<file path="config.mk">
export PLATFORM = sky130hd
export DESIGN_NAME = mpg_motor_drive
export DESIGN_NICKNAME = d
export VERILOG_FILES = /design/src/rtl/mpg_pkg.sv /design/src/rtl/mpg_debounce.sv /design/src/rtl/mpg_period.sv /design/src/rtl/mpg_shaper.sv /design/src/rtl/mpg_motor_drive.sv
export SDC_FILE = /design/constraint.sdc
export NUM_CORES = 1
export LEC_CHECK = 0
export ABC_AREA = 1
export ABC_CLOCK_PERIOD_IN_PS = 4350
export BUFFER_PORTS_ARGS = -buffer_cell sky130_fd_sc_hd__buf_2
export CORE_ASPECT_RATIO = 2
export CORE_MARGIN = 1
export CORE_UTILIZATION = 41
export DETAILED_ROUTE_END_ITERATION = 8
export HOLD_SLACK_MARGIN = 0.02
export SLEW_MARGIN = 20
export SYNTH_ARGS = -nofsm -noshare
export SYNTH_HDL_FRONTEND = slang
export SYNTH_HIERARCHICAL = 1
export SYNTH_SLANG_ARGS = --single-unit
</file>
<file path="constraint.sdc">
create_clock -name clk -period 4.35 [get_ports clk]
set_input_delay 0.2175 -clock clk [delete_from_list [all_inputs] [get_ports clk]]
set_output_delay 0.2175 -clock clk [all_outputs]
set_load 0.03 [all_outputs]
</file>
<file path="src/rtl/mpg_pkg.sv">
package mpg_pkg;

    // Settings word, MSB first: stretch, full, period code, width code
    typedef struct packed {
        logic       stretch;
        logic       full;
        logic [2:0] period;
        logic [2:0] width;
    } mpg_cfg_t;

    typedef enum logic [1:0] {
        PH_IDLE = 2'd0,
        PH_MAIN = 2'd1,
        PH_TAIL = 2'd2
    } mpg_phase_e;

    // Period code to whole seconds; unused codes fall back to one second
    function automatic int unsigned period_secs(input logic [2:0] code);
        case (code)
            3'd1:    return 5;
            3'd2:    return 10;
            3'd3:    return 20;
            3'd4:    return 30;
            default: return 1;
        endcase
    endfunction

endpackage

</file>
<file path="src/rtl/mpg_debounce.sv">
module mpg_debounce (
    input  logic clk,
    input  logic rst_n,
    input  logic tick,
    input  logic raw,
    output logic filt
);
    typedef struct packed {
        logic samp;
        logic filt;
    } deb_state_t;

    deb_state_t st_d, st_q;

    always_comb begin
        st_d = st_q;
        if (tick) begin
            st_d.samp = raw;
            if (raw == st_q.samp) begin
                st_d.filt = raw;
            end
        end
    end

    always_ff @(posedge clk or negedge rst_n) begin
        if (!rst_n) begin
            st_q <= '0;
        end else begin
            st_q <= st_d;
        end
    end

    assign filt = st_q.filt;
endmodule

</file>
<file path="src/rtl/mpg_period.sv">
module mpg_period #(
    parameter int unsigned SEC_CYCLES = 32768
) (
    input  logic       clk,
    input  logic       rst_n,
    input  logic       halt,
    input  logic       test,
    input  logic [2:0] per_code,
    output logic       fire
);
    import mpg_pkg::*;

    localparam int unsigned MAX_LEN  = 30 * SEC_CYCLES;
    localparam int unsigned TEST_LEN = SEC_CYCLES / 32;
    localparam int unsigned CNT_W    = $clog2(MAX_LEN + 1);

    typedef struct packed {
        logic [CNT_W-1:0] cnt;
    } per_state_t;

    per_state_t        st_d, st_q;
    logic [CNT_W-1:0]  len;

    always_comb begin
        if (test) begin
            len = CNT_W'(TEST_LEN);
        end else begin
            len = CNT_W'(period_secs(per_code) * SEC_CYCLES);
        end
        fire = !halt && (st_q.cnt >= len - 1'b1);
        st_d = st_q;
        if (halt || fire) begin
            st_d.cnt = '0;
        end else begin
            st_d.cnt = st_q.cnt + 1'b1;
        end
    end

    always_ff @(posedge clk or negedge rst_n) begin
        if (!rst_n) begin
            st_q <= '0;
        end else begin
            st_q <= st_d;
        end
    end
endmodule

</file>
<file path="src/rtl/mpg_shaper.sv">
module mpg_shaper #(
    parameter int unsigned TP_UNIT = 32
) (
    input  logic       clk,
    input  logic       rst_n,
    input  logic       fire,
    input  logic       halt,
    input  logic [2:0] width,
    input  logic       full,
    input  logic       stretch,
    output logic       a_hi,
    output logic       a_lo,
    output logic       b_hi,
    output logic       b_lo,
    output logic       pol_next
);
    import mpg_pkg::*;

    localparam int unsigned CNT_W = $clog2(16 * TP_UNIT) + 1;

    typedef struct packed {
        mpg_phase_e       phase;
        logic [CNT_W-1:0] cnt;
        logic             cur_pol;
        logic             nxt_pol;
    } shp_state_t;

    shp_state_t        st_d, st_q;
    logic [CNT_W-1:0]  tp_len;
    logic [CNT_W-1:0]  tail_len;
    logic              drive;

    always_comb begin
        tp_len   = CNT_W'((int'(width) + 1) * TP_UNIT);
        tail_len = tp_len << 1;
        st_d     = st_q;
        if (halt) begin
            st_d.phase = PH_IDLE;
            st_d.cnt   = '0;
        end else if (fire) begin
            st_d.phase   = PH_MAIN;
            st_d.cnt     = '0;
            st_d.cur_pol = st_q.nxt_pol;
            st_d.nxt_pol = ~st_q.nxt_pol;
        end else begin
            case (st_q.phase)
                PH_MAIN: begin
                    if (st_q.cnt == tp_len - 1'b1) begin
                        st_d.cnt   = '0;
                        st_d.phase = stretch ? PH_TAIL : PH_IDLE;
                    end else begin
                        st_d.cnt = st_q.cnt + 1'b1;
                    end
                end
                PH_TAIL: begin
                    if (st_q.cnt == tail_len - 1'b1) begin
                        st_d.cnt   = '0;
                        st_d.phase = PH_IDLE;
                    end else begin
                        st_d.cnt = st_q.cnt + 1'b1;
                    end
                end
                default: begin
                    st_d.cnt = '0;
                end
            endcase
        end
    end

    always_ff @(posedge clk or negedge rst_n) begin
        if (!rst_n) begin
            st_q <= '{phase: PH_IDLE, cnt: '0, cur_pol: 1'b0, nxt_pol: 1'b0};
        end else begin
            st_q <= st_d;
        end
    end

    always_comb begin
        case (st_q.phase)
            PH_MAIN: drive = full || (st_q.cnt[1:0] != 2'd3);
            PH_TAIL: drive = (st_q.cnt[1:0] == 2'd0);
            default: drive = 1'b0;
        endcase
        if (halt) begin
            {a_hi, a_lo, b_hi, b_lo} = 4'b0000;
        end else if (drive) begin
            a_hi = !st_q.cur_pol;
            b_lo = !st_q.cur_pol;
            b_hi = st_q.cur_pol;
            a_lo = st_q.cur_pol;
        end else begin
            {a_hi, a_lo, b_hi, b_lo} = 4'b1010;
        end
    end

    assign pol_next = st_q.nxt_pol;
endmodule

</file>
<file path="src/rtl/mpg_motor_drive.sv">
module mpg_motor_drive #(
    parameter int unsigned SEC_CYCLES = 32768,
    parameter int unsigned TP_UNIT    = 32
) (
    input  logic       clk,
    input  logic       rst_n,
    input  logic [7:0] cfg_i,
    input  logic       stop_i,
    input  logic       test_i,
    output logic       a_hi_o,
    output logic       a_lo_o,
    output logic       b_hi_o,
    output logic       b_lo_o,
    output logic       release_o
);
    import mpg_pkg::*;

    localparam int unsigned DEB_LEN = SEC_CYCLES / 32;
    localparam int unsigned DEB_W   = (DEB_LEN > 1) ? $clog2(DEB_LEN) : 1;
    localparam int unsigned N_CTL   = 2;

    typedef struct packed {
        logic [DEB_W-1:0] tick_cnt;
    } top_state_t;

    top_state_t        st_d, st_q;
    mpg_cfg_t          cfg;
    logic              tick_w;
    logic              fire_w;
    logic              halt_w;
    logic              test_w;
    logic              pol_next_w;
    logic [N_CTL-1:0]  ctl_raw;
    logic [N_CTL-1:0]  ctl_filt;

    assign cfg = mpg_cfg_t'(cfg_i);

    // Shared sampling tick for the control filters
    always_comb begin
        tick_w = (st_q.tick_cnt == DEB_W'(DEB_LEN - 1));
        st_d   = st_q;
        st_d.tick_cnt = tick_w ? '0 : st_q.tick_cnt + 1'b1;
    end

    always_ff @(posedge clk or negedge rst_n) begin
        if (!rst_n) begin
            st_q <= '0;
        end else begin
            st_q <= st_d;
        end
    end

    assign ctl_raw = {test_i, stop_i};

    for (genvar g = 0; g < N_CTL; g++) begin : g_deb
        mpg_debounce u_deb (
            .clk  (clk),
            .rst_n(rst_n),
            .tick (tick_w),
            .raw  (ctl_raw[g]),
            .filt (ctl_filt[g])
        );
    end

    assign halt_w = ctl_filt[0];
    assign test_w = ctl_filt[1];

    mpg_period #(.SEC_CYCLES(SEC_CYCLES)) u_period (
        .clk     (clk),
        .rst_n   (rst_n),
        .halt    (halt_w),
        .test    (test_w),
        .per_code(cfg.period),
        .fire    (fire_w)
    );

    mpg_shaper #(.TP_UNIT(TP_UNIT)) u_shaper (
        .clk     (clk),
        .rst_n   (rst_n),
        .fire    (fire_w),
        .halt    (halt_w),
        .width   (cfg.width),
        .full    (cfg.full),
        .stretch (cfg.stretch),
        .a_hi    (a_hi_o),
        .a_lo    (a_lo_o),
        .b_hi    (b_hi_o),
        .b_lo    (b_lo_o),
        .pol_next(pol_next_w)
    );

    assign release_o = halt_w;
endmodule

</file>
==> results.yml, run 1 <==
finish:
  diodes: 0
  nFillCells: 802
  layoutNonFillerInstCount: 545
  final_nets: 480
  drive_gt1_share_pct: 15.5
  area_delta_synth_final_pct: 10.2
die:
  start_util_pct: 42.4
  io_pins: 17
  die_h_um: 127
  dieWidth_um: 64.7
  core_mm2: 0.00760
  num_rows: 45
  dieArea_mm2: 0.00824
yosys:
  async_flop_share_pct: 100
  ys_types: 29
  postSynthAreaPerCell_um2: 7.51
  ys.flop_type: "dfrtp_1"
  ys_seq_elements: 48
  yosysTopAreaCellShare_pct: 37.3
  postSynthNetCount: 459
  syn-cell-area_mm2: 0.00322
  ys.warnings.count: 6
  syn_inst: 429
  ys_top_cells_by_area: "dfrtp_1, nand2_1, inv_1"
  synth_edf_count: 0
  synth_common_cells: "nand2_1, inv_1, nor2_1"
  yosysMostFrequentCell: "nand2_1"
  ys_seq_area_share_pct: 37.3
  yosys.area.top_type: "dfrtp_1"
setup_path:
  path_class: "flop to flop"
  crit_top_cell: "nand2_1"
  crit_path_end_kind: "flop"
  start_kind: "flop"
  crit_chain: "nor3_1 > o21ai_0 > ha_1 > nand2_1 > nand2_1 > a21oi_1 > nand2_1 > nor2_1 > a21oi_1 > nor2_1 > and3b_1 > nand4_1 > nand2_1"
  worstPathBufferInverterCount: 0
  crit_family: "simple AND/OR/NAND/NOR gates"
  critPathSlowestCell: "dfrtp_1"
  crit_required_ns: 4.58
  max_stage_delay_ns: 0.50
  worst-path-max-fanout: 10
  arrival_ns: 2.70
placement:
  dp_cells: 537
  place.gp.congestion: 0.804
  numPortBuffers: 16
  dp_hpwl_um: 5010
detailed_routing:
  drtIter0Drc: 85
  wl_um: 6440
  viasPerCell: 4.82
  postRouteAntennaNets: 0
  drcViolationCount: 0
  wl_per_cell_um: 11.8
  vias: 2628
  dr.pass1.iters: 4
clocking:
  ctsHoldBuffers: 0
  tritoncts: "done"
  htreeDepth: 2
  numClockSinks: 48
  cts_buffers: 5
  root_buffer: "clkbuf_16"
  post_cts_buffers: 0
  clkTransAtPathRegs_ns: 0.06
  worstSkewPairLatency_ns: 0.29
  clockBufferDepth: 2
  ctsResizeCount: 0
timing:
  fin_skew_ns: 0.00578
  slew_viol_final: 0
  finalCritPeriodShare_pct: 56.9
  finalHoldViolations: 0
  fmax_mhz: 404
  fin_setup_tns_ns: 0
  rsz0062_at_grt: "no"
  tightest_slew_ns: 0.628
  setup_viol: 0
  relSlewSlack_pct: 58.1
  min_period_ns: 2.48
global_route:
  grt.overflow.total: 0
  track_usage_pct: 17.5
  antenna_found_initial: 0
  first_global_vias: 2565
  grt_pass1_wl_um: 11000
  grt_max_degree: 49
run:
  drv_cap: 0
power:
  powerDensity_mw_per_mm2: 252
  peakVddDrop_mv: 0.169
  total_leakage_power_nw: 1.79
status:
  status: "finished, final reports clean"
hold_path:
  hp-class: "input port to async pin"
-- power by group --
group	internal, W	switching, W
Sequential	0.000446	0
Clock	0.000229	0.000165
Combinational	0.0000178	0.0000381
Total	0.000693	0.000203
-- routing by layer --
metal | GRT usage [%] | routed length, um | vias to the layer above
li1 | - | - | 1365
met1 | 16.1 | 2380 | 1231
met3 | 2.41 | 99 | 10
met4 | 9.41 | 204 | 0
met2 | 35.0 | 3750 | 22
met5 | 0 | 0 | -
-- worst register-to-register path: cells and delay by family (launching register included) --
family	cells	cell delay, ns
DFF	1	0.50
adders and majority gates	1	0.30
AOI/OAI and AO/OA	3	0.38
and+or+nand+nor	9	1.21
-- cell type report --
type / count / area [um^2] / area share [%]
inverters: 69 / 260 / 7.33
flip-flops and latches: 48 / 1200 / 33.9
multi-input cells: 309 / 1730 / 48.8
clock buffers: 7 / 143 / 4.02
clock inverters: 1 / 7.51 / 0.212
repair buffers: 17 / 87.6 / 2.47
well taps: 94 / 118 / 3.31
-- path summary, 6_finish.rpt --
path	cells past startpoint	slack, ns	end	startpoint
worst min-delay path	2	0.01	st_q[7]	rst_n
worst min register to register	1	0.49	u_period/st_q[0]	u_period/st_q[0]
max in group asynchronous	2	3.90	u_period/st_q[10]	rst_n
worst max-delay path	13	1.87	u_shaper/st_q[13]	g_deb[1].u_deb/filt
min in group clk	3	0.21	g_deb[0].u_deb/st_q[1]	stop_i
worst max register to register	13	1.87	u_shaper/st_q[13]	g_deb[1].u_deb/filt
-- state kept, by name (all words and copies together), names as in the netlist --
signal             cells
u_period/st_q         20
u_shaper/st_q         13
st_q                  10
g_deb.u_deb/filt       2
g_deb.u_deb/st_q       2
u_shaper/pol_next      1
-- logic make-up after synthesis --
kind of cell / synth area share (%)
XOR/XNOR: 7.61
adder cells (fa/ha/maj): 6.99
AO/OA/AOI/OAI: 2.45
buffers and inverters: 8.94
flip-flops: 37.3
AND/OR/NAND/NOR: 36.7
-- metrics by stage --
stage	worst slack (ns)	utilization, %	cell area, um^2	power, W	hold WS [ns]
finish	1.87	46.7	3550	0.000896	0.0133
CTS	1.88	46.7	3550	0.000911	0.0493
floorplan	2.18	-	3220	0.000486	-0.0781
global placement	1.99	44.7	3400	0.000511	0.363
global route	1.60	46.7	3550	0.000931	0.0849
detailed placement	1.89	44.7	3400	0.000512	0.365
-- placed cells by master (no fill, tap or decap), drive strengths merged --
cell,n
nand2,115
nor2,76
inv,67
dfrtp,48
nand3,42
xor2,23
ha,18
buf,17
a21oi,11
nand4,8
clkbuf,7
xnor2,5
nor3,4
o21ai,4
clkinv,2
clkinvlp,1
nand3b,1
and2,1
and3b,1
Note: power is estimated with default switching activity, not from simulation.
==> inputs of run 2 (changes only) <==
Settings changed: ABC_CLOCK_PERIOD_IN_PS 4350 to 2300.
Clock period 4.35 ns to 2.3 ns, I/O delays scaled along.
==> run 2 against run 1 <==
Compared with the run above:
- total power up 100%
- clock skew down 0.00056 ns
- utilization up 1.4 points
- non-clock buffer count up 5
- flip-flop and latch count unchanged
- critical path type unchanged
- largest cell class unchanged
==> results.yml, run 2 (synthesized netlist as in run 1, its figures left out) <==
power:
  netSwitchingFraction_pct: 22.4
  powerDensity_mw_per_mm2: 490
  seq_power_share_pct: 47.1
  p_switching_w: 0.000400
  internal_power_w: 0.00139
  peakVddDrop_mv: 0.614
  clkPwrFrac_pct: 46.7
  total_leakage_power_nw: 1.84
  pwr-share-comb_pct: 6.1
global_route:
  grt_max_degree: 49
  grt_pass1_wl_um: 11200
  grt.overflow.total: 0
  antenna_found_initial: 0
  first_global_vias: 2633
  track_usage_pct: 18.1
clocking:
  worstSkewPairLatency_ns: 0.29
  clkTransAtPathRegs_ns: 0.07
  clockBufferDepth: 2
  root_buffer: "clkbuf_16"
  htreeDepth: 2
  tritoncts: "done"
  cts_buffers: 5
  numClockSinks: 48
timing:
  setup_viol: 0
  min_period_ns: 2.14
  fin_skew_ns: 0.00522
  slew_viol_final: 0
  finalHoldViolations: 0
  tightest_slew_ns: 0.630
  whs_ns: 0.106
  fmax_mhz: 466
  finalCritPeriodShare_pct: 93.2
  timing.final.ws_setup_ns: 0.156
  relSlewSlack_pct: 58.0
finish:
  layout_common_cells: "nand2_1, inv_1, nor2_1"
  multiInputGateArea_mm2: 0.00177
  final_nets: 485
  diodes: 0
  reg_top3: "u_period/st_q: 20 flops, u_shaper/st_q: 13 flops, st_q: 10 flops"
  drive_gt1_share_pct: 18.4
  largest_reg_flops: 20
  layout_commonest_cell: "nand2_1"
  regArea_mm2: 0.00120
  top_register: "u_period/st_q"
  nFillCells: 753
  stdcell_area_mm2: 0.00365
  area_delta_synth_final_pct: 13.4
  final_util_pct: 48.0
placement:
  dp_hpwl_um: 5050
  numPortBuffers: 16
  dpl-instance-area_mm2: 0.00344
  pre_cts_ws_ns: -0.0100
  place.gp.congestion: 0.783
die:
  num_rows: 45
  dieArea_mm2: 0.00824
  io_pins: 17
  die_h_um: 127
  core_mm2: 0.00760
  start_util_pct: 42.4
  dieWidth_um: 64.7
setup_path:
  arrival_ns: 2.33
  r2r_cells: 13
  path_class: "flop to flop"
  crit_path_end_kind: "flop"
  start_kind: "flop"
  crit_required_ns: 2.49
  worst-path-max-fanout: 4
detailed_routing:
  drcViolationCount: 0
  wl_um: 6570
  drtIter0Drc: 87
  vias: 2622
  postRouteAntennaNets: 0
  wl_per_cell_um: 11.9
  viasPerCell: 4.77
  dr.pass1.iters: 4
hold_path:
  min_path_cells: 3
  hp-class: "input port to flop"
status:
  status: "finished, final reports clean"
run:
  drv_cap: 0
run 2: changes by cell type in the layout (fill, tap and decap cells not counted), sizes merged:
cell         previous run  this run
clkinv                  2         3
dlygate4sd3             0         1
clkbuf                  7         5
buf                    17        21
bufinv                  0         1
run 2: final cells by class:
class / instances / area share, %
clock inverter: 3 / 1.16
clock buffer: 5 / 3.43
tap: 94 / 3.22
inverter: 69 / 7.13
sequential: 48 / 32.9
multi-input combinational: 309 / 48.3
timing repair buffer: 22 / 3.84
run 2: through the flow:
stage / TNS, ns / power, W / std cells
finish: 0 / 0.00179 / 550
global route: -0.0195 / 0.00187 / 550
CTS: 0 / 0.00182 / 550
detailed placement: -0.0100 / 0.000966 / 541
global placement: 0 / 0.000965 / 541
floorplan: 0 / 0.000919 / 429
run 2: path summary, 6_finish.rpt:
path,startpoint,endpoint,slack (ns)
setup reg to reg,g_deb[1].u_deb/filt,u_shaper/st_q[13],0.16
hold reg to reg,u_period/st_q[0],u_period/st_q[0],0.48
setup / recovery,g_deb[1].u_deb/filt,u_shaper/st_q[13],0.16
max in group asynchronous,rst_n,g_deb[0].u_deb/st_q[1],1.42
hold / removal,stop_i,g_deb[0].u_deb/st_q[1],0.11
min in group asynchronous,rst_n,st_q[0],0.45
run 2: worst max-delay path: stages, from the launching register on:
cell	delay [ns]
dfrtp_1	0.43
nor3_2	0.14
o21ai_1	0.11
ha_1	0.31
nand2_1	0.07
nor2_2	0.15
nand2_1	0.06
nor2_1	0.11
nand2_2	0.08
a21oi_2	0.20
nor2_4	0.07
and3b_1	0.17
nand4_1	0.08
nand2_1	0.06
run 2: per-layer routing:
metal | vias up | share of wire, % | global-route usage, %
met5 | - | 0 | 0
li1 | 1376 | - | -
met4 | 0 | 3.2 | 9.41
met3 | 12 | 1.7 | 3.30
met1 | 1216 | 37 | 16.1
met2 | 18 | 58 | 36.3
run 2: what timing repair did:
action                                 CTS  global route
endpoints found under the hold margin   48             0
resized for setup                        1            10
setup buffers                            0             0
setup endpoints to repair                2            14
hold buffers                             1             0
pin swaps                                0             5
run 2: power by group through the flow:
| stage | Sequential [W] | Combinational, W | Clock, W |
|---|---|---|---|
| after global routing | 0.000843 | 0.000126 | 0.000903 |
| final | 0.000844 | 0.000110 | 0.000837 |
| after detailed placement | 0.000860 | 0.000107 | 0 |
| after CTS | 0.000843 | 0.000108 | 0.000873 |
| after floorplan | 0.000860 | 0.0000585 | 0 |
| after global placement | 0.000860 | 0.000105 | 0 |
==> inputs of run 3 (changes only) <==
Settings changed: ABC_CLOCK_PERIOD_IN_PS 2300 to 2550, PLACE_DENSITY set to 0.61.
Clock period 2.3 ns to 2.55 ns, I/O delays scaled along.
==> run 3 against run 2 <==
Compared with the run above:
- via count up 0.34%
- largest cell class unchanged
- critical endpoint unchanged
- clock skew down 0.00077 ns
- total power down 15%
==> results.yml, run 3 (synthesized netlist as in run 1, its figures left out) <==
finish:
  regArea_mm2: 0.00120
  diodes: 0
  layout_common_cells: "nand2_1, inv_1, nor2_1"
  top_register: "u_period/st_q"
  layout_commonest_cell: "nand2_1"
  reg_top3: "u_period/st_q: 20 flops, u_shaper/st_q: 13 flops, st_q: 10 flops"
  drive_gt1_share_pct: 15.7
  area_delta_synth_final_pct: 10.7
  largest_reg_flops: 20
  multiInputGateArea_mm2: 0.00174
  final_nets: 482
  nFillCells: 776
detailed_routing:
  viasPerCell: 4.81
  wl_per_cell_um: 11.7
  wl_um: 6400
  postRouteAntennaNets: 0
  vias: 2631
  drtIter0Drc: 75
  dr.pass1.iters: 4
  drcViolationCount: 0
clocking:
  worstSkewPairLatency_ns: 0.28
  tritoncts: "done"
  numClockSinks: 48
  clkTransAtPathRegs_ns: 0.06
  root_buffer: "clkbuf_16"
  cts_buffers: 5
  htreeDepth: 2
  post_cts_buffers: 0
  clockBufferDepth: 2
global_route:
  grt.overflow.total: 0
  antenna_found_initial: 0
  track_usage_pct: 17.9
  grt_pass1_wl_um: 11300
  first_global_vias: 2634
  grt_max_degree: 28
placement:
  dp_hpwl_um: 5170
  pre_cts_ws_ns: 0.255
  numPortBuffers: 16
  place.gp.congestion: 0.826
setup_path:
  arrival_ns: 2.47
  crit_required_ns: 2.78
  path_class: "flop to flop"
  crit_path_end_kind: "flop"
  start_kind: "flop"
  worst-path-max-fanout: 4
  r2r_cells: 13
die:
  dieWidth_um: 64.7
  start_util_pct: 42.4
  die_h_um: 127
  io_pins: 17
  dieArea_mm2: 0.00824
  num_rows: 45
  core_mm2: 0.00760
status:
  status: "finished, final reports clean"
timing:
  rsz0062_at_grt: "no"
  fin_setup_tns_ns: 0
  fin_skew_ns: 0.00445
  min_period_ns: 2.25
  finalCritPeriodShare_pct: 88.1
  slew_viol_final: 0
  finalHoldViolations: 0
  tightest_slew_ns: 0.542
  relSlewSlack_pct: 63.8
  setup_viol: 0
  fmax_mhz: 445
  timing.final.ws_setup_ns: 0.303
hold_path:
  min_path_cells: 3
  hp-class: "input port to flop"
power:
  powerDensity_mw_per_mm2: 425
  total_leakage_power_nw: 1.80
  peakVddDrop_mv: 0.635
run:
  drv_cap: 0
[run 3: changes by cell type in the layout (fill, tap and decap cells not counted), sizes merged]
cell,before,now
buf,21,18
clkbuf,5,8
bufinv,1,0
clkinv,3,2
clkinvlp,1,0
[run 3: path summary, 6_finish.rpt]
| kind | start | to | slack (ns) |
|---|---|---|---|
| worst max-delay path | g_deb[1].u_deb/filt | u_shaper/st_q[13] | 0.30 |
| worst max register to register | g_deb[1].u_deb/filt | u_shaper/st_q[13] | 0.30 |
| worst min register to register | u_period/st_q[0] | u_period/st_q[0] | 0.48 |
| max in group asynchronous | rst_n | st_q[5] | 1.46 |
| min in group asynchronous | rst_n | u_period/st_q[9] | 0.35 |
| worst min-delay path | stop_i | g_deb[0].u_deb/st_q[1] | 0.13 |
[run 3: stage by stage]
step	instance area (um^2)	hold slack [ns]	utilization, %	power (W)	instances
finish	3570	0.126	46.9	0.00152	547
global route	3570	0.159	46.9	0.00158	547
CTS	3560	0.128	46.9	0.00154	547
detailed placement	3410	0.129	44.8	0.000873	538
global placement	3410	0.119	44.8	0.000871	538
floorplan	3220	-0.168	-	0.000829	429
[run 3: final cells by class]
class,count,area share (%)
multi-input cells,309,48.7
flip-flops and latches,48,33.7
inverters,69,7.30
clock buffers,8,4.11
well taps,94,3.30
repair buffers,19,2.95
[run 3: timing repair]
action                                  4_1_cts  5_1_grt
gates resized for setup                       0        1
endpoints found under the setup margin        0        1
endpoints found under the hold margin        21        0
hold buffers                                  1        0
[run 3: worst max-delay path, stage by stage (launching register included)]
cell and delay [ns]:
dfrtp_1 0.40, a21oi_1 0.12, nand3b_1 0.09, ha_1 0.29
nand2_1 0.11, inv_1 0.04, a21oi_1 0.13, nand2_1 0.06
nor2_1 0.17, a21oi_2 0.10, nor2_1 0.30, and3b_1 0.21
nand4_1 0.10, nand2_1 0.07
[run 3: power by group]
part	internal, W	leakage [nW]	switching [W]
clock	0.000391	0.0712	0.000266
combinational	0.0000313	1.11	0.0000645
sequential	0.000761	0.626	0
[run 3: metal layers]
metal | GRT usage (%) | share of wire (%)
met5 | 0 | 0
met4 | 7.19 | 2.7
met3 | 2.86 | 1.7
met2 | 37.3 | 61
met1 | 15.7 | 35
